<file path="src/rtl/phase_delay_codec.sv">
module phase_delay_codec #(
  parameter int RATE_W  = 32,
  parameter int ANG_W   = 9,
  parameter int DIV_W   = 36,
  parameter int ELEM_PS = 60
) (
  input  logic              clk,
  input  logic              rst_n,
  input  logic              req_valid,
  input  logic [1:0]        req_op,
  input  logic [RATE_W-1:0] req_rate,
  input  logic [ANG_W-1:0]  req_angle,
  input  logic [31:0]       req_raw,
  output logic              busy,
  output logic              done,
  output logic              err,
  output logic [31:0]       wr_word,
  output logic [ANG_W-1:0]  rd_deg,
  output logic [15:0]       tim_reg
);

  localparam int FINE_W   = 8;
  localparam int FINE_MAX = (1 << FINE_W) - 1;
  localparam int SCALE    = (ELEM_PS / 10) * 36;
  localparam int CW       = $clog2(DIV_W);
  localparam logic [CW-1:0] CLAST = CW'(DIV_W - 1);
  localparam logic [1:0] OP_SET = 2'd0, OP_GET = 2'd1, OP_RAW = 2'd2;

  typedef enum logic [2:0] {S_IDLE, S_WDIV, S_WFINE, S_RDIV, S_RSCL, S_RMOD} st_t;

  st_t               st;
  logic [CW-1:0]     cnt;
  logic [DIV_W-1:0]  dvd, dsr;
  logic [DIV_W:0]    rmd;
  logic [1:0]        coarse_q;
  logic [6:0]        rem_q;
  logic [FINE_W-1:0] fine_q;
  logic [ANG_W-1:0]  base_q;

  logic [DIV_W:0]   trial, rmd_n;
  logic             ge;
  logic [DIV_W-1:0] quot;

  assign trial = {rmd[DIV_W-1:0], dvd[DIV_W-1]};
  assign ge    = trial >= {1'b0, dsr};
  assign rmd_n = ge ? trial - {1'b0, dsr} : trial;
  assign quot  = {dvd[DIV_W-2:0], ge};
  assign busy  = st != S_IDLE;

  logic [1:0] ang_q;
  logic [6:0] ang_r;
  assign ang_q = 2'(req_angle / 90);
  assign ang_r = 7'(req_angle % 90);

  function automatic logic [31:0] pack(input logic [1:0] c, input logic [FINE_W-1:0] f);
    return {4'h0, 11'h7FF, 1'b0, 4'h0, (f != '0), f, c, 1'b0};
  endfunction

  function automatic logic [15:0] merge(input logic [15:0] cur, input logic [31:0] w);
    return (cur & ~w[31:16]) | (w[15:0] & w[31:16]);
  endfunction

  always_ff @(posedge clk or negedge rst_n) begin
    if (!rst_n) begin
      st <= S_IDLE; cnt <= '0; dvd <= '0; dsr <= '0; rmd <= '0;
      coarse_q <= '0; rem_q <= '0; fine_q <= '0; base_q <= '0;
      done <= 1'b0; err <= 1'b0; wr_word <= '0; rd_deg <= '0; tim_reg <= '0;
    end else begin
      done <= 1'b0;
      if (st == S_IDLE) begin
        if (req_valid) begin
          err <= 1'b0;
          cnt <= '0;
          rmd <= '0;
          case (req_op)
            OP_SET: begin
              if (req_rate == '0 || req_angle > ANG_W'(359)) begin
                err <= 1'b1; done <= 1'b1;
              end else if (ang_r == '0) begin
                wr_word <= pack(ang_q, '0);
                tim_reg <= merge(tim_reg, pack(ang_q, '0));
                done <= 1'b1;
              end else begin
                coarse_q <= ang_q; rem_q <= ang_r;
                dvd <= DIV_W'(req_rate); dsr <= DIV_W'(1000);
                st <= S_WDIV;
              end
            end
            OP_GET: begin
              if (req_rate == '0) begin
                rd_deg <= '0; done <= 1'b1;
              end else if (!tim_reg[11]) begin
                rd_deg <= ANG_W'(tim_reg[2:1]) * ANG_W'(90); done <= 1'b1;
              end else begin
                base_q <= ANG_W'(tim_reg[2:1]) * ANG_W'(90);
                fine_q <= tim_reg[10:3];
                dvd <= DIV_W'(req_rate); dsr <= DIV_W'(10000);
                st <= S_RDIV;
              end
            end
            OP_RAW: begin
              wr_word <= req_raw;
              tim_reg <= merge(tim_reg, req_raw);
              done <= 1'b1;
            end
            default: begin
              err <= 1'b1; done <= 1'b1;
            end
          endcase
        end
      end else begin
        dvd <= quot;
        rmd <= rmd_n;
        cnt <= cnt + 1'b1;
        if (cnt == CLAST) begin
          cnt <= '0;
          rmd <= '0;
          case (st)
            S_WDIV: begin
              dvd <= DIV_W'(rem_q) * DIV_W'(10000000) + quot * DIV_W'(SCALE / 2);
              dsr <= quot * DIV_W'(SCALE);
              st  <= S_WFINE;
            end
            S_WFINE: begin
              wr_word <= pack(coarse_q, (quot > DIV_W'(FINE_MAX)) ? FINE_W'(FINE_MAX) : quot[FINE_W-1:0]);
              tim_reg <= merge(tim_reg, pack(coarse_q, (quot > DIV_W'(FINE_MAX)) ? FINE_W'(FINE_MAX) : quot[FINE_W-1:0]));
              done <= 1'b1;
              st   <= S_IDLE;
            end
            S_RDIV: begin
              dvd <= DIV_W'(fine_q) * DIV_W'(SCALE) * quot + DIV_W'(500000);
              dsr <= DIV_W'(1000000);
              st  <= S_RSCL;
            end
            S_RSCL: begin
              dvd <= DIV_W'(base_q) + quot;
              dsr <= DIV_W'(360);
              st  <= S_RMOD;
            end
            default: begin
              rd_deg <= ANG_W'(rmd_n[DIV_W-1:0]);
              done <= 1'b1;
              st   <= S_IDLE;
            end
          endcase
        end
      end
    end
  end

endmodule

</file>
<file path="config.mk">
export PLATFORM = sky130hd
export DESIGN_NAME = phase_delay_codec
export DESIGN_NICKNAME = d
export VERILOG_FILES = /design/src/rtl/phase_delay_codec.sv
export SDC_FILE = /design/constraint.sdc
export NUM_CORES = 2
export LEC_CHECK = 0
export ABC_CLOCK_PERIOD_IN_PS = 14000
export BUFFER_PORTS_ARGS = -buffer_cell sky130_fd_sc_hd__buf_2
export CELL_PAD_IN_SITES_DETAIL_PLACEMENT = 1
export CELL_PAD_IN_SITES_GLOBAL_PLACEMENT = 2
export CORE_MARGIN = 4
export CORE_UTILIZATION = 40
export CTS_CLUSTER_SIZE = 8
export DETAILED_ROUTE_END_ITERATION = 7
export GPL_ROUTABILITY_DRIVEN = 0
export PLACE_DENSITY_LB_ADDON = 0.1
export SETUP_SLACK_MARGIN = 0.15
export SLEW_MARGIN = 20
export SYNTH_ARGS = -nofsm -noshare
export SYNTH_HDL_FRONTEND = slang
export SYNTH_SLANG_ARGS = --single-unit
</file>
<file path="constraint.sdc">
create_clock -name clk -period 14 [get_ports clk]
set_clock_uncertainty 0.15 [all_clocks]
set_input_delay 1.4 -clock clk [delete_from_list [all_inputs] [get_ports clk]]
set_output_delay 1.4 -clock clk [all_outputs]
set_load 0.02 [all_outputs]
</file>
==> metrics.csv <==
metric,value,unit
GRT Overall Usage,26.2,%
Die X,287,um
Post-Syn Area,0.0312,mm2
DR vias,26941,
Final Routed Wirelength,107000,um
remaining global-route overflow,0,
Post-Syn Nets,4441,
power per cell area,35.8,mW/mm2
clock slew at reported path FFs,0.09,ns
leading area contributor after synthesis,fa_1,
num ports,138,
fin crit period,10.87,ns
reg2reg start,fine_q[1],
hold path depth,1,
first-pass GRT wire length,170000,um
FMAX,0.0920,GHz
area delta synth->final,7.66,%
# Post-CTS Setup Buffers,0,
Post-CTS Resized,0,
clk_lat worst skew,0.50,ns
cell with the most instances after synthesis,inv_1,
Critical Path Sink Type,register,
final period utilization,77.6,%
Leak,16.5,nW
actual slew at the worst max-slew pin,1.17,ns
Root Driver,clkbuf_16,
Post-DP HPWL,86500,um
DRC viols,0,
register area share after synthesis,15.7,%
Hold Path Sink,wr_word[26],
worst min path class,register to register,
R2R setup slack,3.13,ns
Design Power,0.00120,W
hold_sp,wr_word[26],
Net Sw Frac,30.1,%
maximum vdd drop,0.0768,mV
Critical-path top delay cell,nor4_1,
PortBufs,137,
CTS tree,yes,
Crit path required time,14.20,ns
synth unique cells,91,
Die Area,0.0826,mm2
FP Rows,102,
DRT antenna net count,0,
Yosys warning total,0,
Clock power frac,45.1,%
Max Root-Sink Buffers,2,
Post-synth EDFFs,0,
"Arr. time, crit path",11.06,ns
max incr delay on CP,0.72,ns
largest net degree at the start of global routing,87,
Starting Density,40.3,%
Vias/cell,5.60,
initial antenna violation count,0,
core box area,0.0775,mm2
syn avg cell area,8.40,um2
largest cells by area after synthesis,"fa_1 (23%), dfrtp_1 (16%), ha_1 (12%)",
Combinational Power Share,8.0,%
htree depth,4,
share of power burned in registers,47.0,%
Yosys top cell area share,22.5,%
RSZ-0062 raised after global routing,false,
clk sink count,196,
layout cell share with drive strength beyond 1,7.51,%
max-cap violation count,0,
kind of critical path,register to register,
fin nets,4480,
predominant post-synthesis flop cell,dfrtp_1,
drt pass-1 iters,5,
Slew headroom,22.0,%
count of final max-slew check failures,0,
setup violators final,0,
Hold Fails Final Rpt,0,
run status,"complete, no violations",
Worst R2R End,dvd[31],
internal power,0.000841,W
Critical Path Start Type,register,
Reg2Reg Depth,32,
Die Height,287,um
"most used cell, CP",fa_1,
post-synthesis register bit count,196,
Post-synth top cells,"inv_1 (604), nand2_1 (443), fa_1 (351), ha_1 (295), o21ai_0 (208)",
switching pwr,0.000363,W
vias in the first global route,29668,
setup TNS,0,ns
Top Registers,"dvd: 36 flops, rmd: 36 flops, dsr: 33 flops",
hold buffers post-CTS,0,
total CTS buffers,17,
post-synthesis cell count,3717,
critical-path maximum fanout,33,
"Async S/R FF share, synth",100,%
initial drt markers,1451,
post-detailed-route wirelength per cell,22.2,um
logic make-up (layout without fill, tap and decap cells):
kind of cell	after synthesis	count (layout)	synth area share, %
muxes	50	50	1.73
adders and majority gates	646	646	34.3
AOI/OAI and AO/OA	848	848	17.5
and+or+nand+nor	1019	1019	15.6
buffers and inverters	770	822	9.52
xor gates and xnor gates	188	188	5.63
DFF	196	196	15.7
other	0	1	0
cell type report:
| cell class | instances | area, um2 |
|---|---|---|
| clock inverters | 15 | 188 |
| diodes | 1 | 2.50 |
| fillers | 9314 | 43900 |
| flip-flops and latches | 196 | 4900 |
| multi-input cells | 2751 | 23500 |
| well taps | 1040 | 1300 |
| clock buffers | 17 | 425 |
| inverters | 607 | 2280 |
| repair buffers | 183 | 1040 |
power by group through the flow:
| stage | Combinational (W) | Sequential [W] | Clock [W] |
|---|---|---|---|
| after CTS | 0.0000978 | 0.000566 | 0.000555 |
| after detailed placement | 0.0000973 | 0.000577 | 0 |
| after global routing | 0.000106 | 0.000566 | 0.000576 |
| after floorplan | 0.0000466 | 0.000577 | 0 |
| final | 0.0000961 | 0.000566 | 0.000542 |
| after global placement | 0.0000957 | 0.000577 | 0 |
worst max-delay path by stage:
stage	endpoint	start	cells after the start	slack (ns)
2_1_floorplan	dvd[35]	fine_q[1]	33	4.29
3_3_place_gp	dvd[35]	fine_q[1]	32	3.22
3_5_place_dp	dvd[35]	fine_q[1]	32	3.05
4_1_cts	dvd[31]	fine_q[1]	33	3.01
5_1_grt	dvd[31]	fine_q[1]	34	2.44
6_report	dvd[31]	fine_q[1]	32	3.13
per-stage QoR:
| step | cell area (um2) | util (%) | setup slack, ns | hold WS, ns | std cells |
|---|---|---|---|---|---|
| floorplan | 31200 | - | 4.29 | 0.300 | 3717 |
| global placement | 32900 | 42.5 | 3.22 | 0.308 | 4776 |
| detailed placement | 33000 | 42.6 | 3.05 | 0.315 | 4777 |
| CTS | 33600 | 43.4 | 3.01 | 0.334 | 4809 |
| global route | 33600 | 43.4 | 2.44 | 0.359 | 4809 |
| finish | 33600 | 43.4 | 3.13 | 0.332 | 4810 |
placed cells by master, fill, tap and decap left out, types with 9 or more instances in the layout:
master / count
inv_1: 604
o31a_1: 9
buf_4: 45
dfrtp_1: 196
nand2_1: 442
o211ai_1: 28
or3_1: 11
o21ai_0: 208
buf_2: 136
nor2b_1: 17
a31oi_1: 44
xor2_1: 61
and4_1: 9
fa_1: 351
and2_1: 147
nand4_1: 22
nor4_1: 20
nor2_1: 149
mux2_2: 11
a22o_1: 17
xnor2_1: 115
nand2b_1: 23
o221ai_1: 11
o21ai_1: 20
a221oi_1: 16
mux2i_1: 34
a2111oi_0: 12
nand3_1: 64
a21oi_1: 201
o21a_1: 32
o31ai_1: 15
a21o_1: 63
clkbuf_16: 17
a211oi_1: 28
ha_1: 295
o21bai_1: 18
o22ai_1: 21
nor3_1: 39
and3_1: 27
o2111ai_1: 10
critical path, delay by kind of cell, from the launching register on:
family,cells,cell delay (ns)
adder cells (fa/ha/maj),10,4.68
AO/OA/AOI/OAI,9,2.17
AND/OR/NAND/NOR,6,1.70
buffers and inverters,4,0.80
XOR/XNOR,3,0.76
flip-flops,1,0.43
metal layers:
metal	vias up	GRT usage [%]	part of all wire, %
met5	-	0	0
met4	0	7.87	2.9
met3	142	2.68	3.3
met2	485	46.0	50
met1	13885	34.0	44
li1	12429	-	-
No activity file was read; power rests on OpenSTA's default activity.
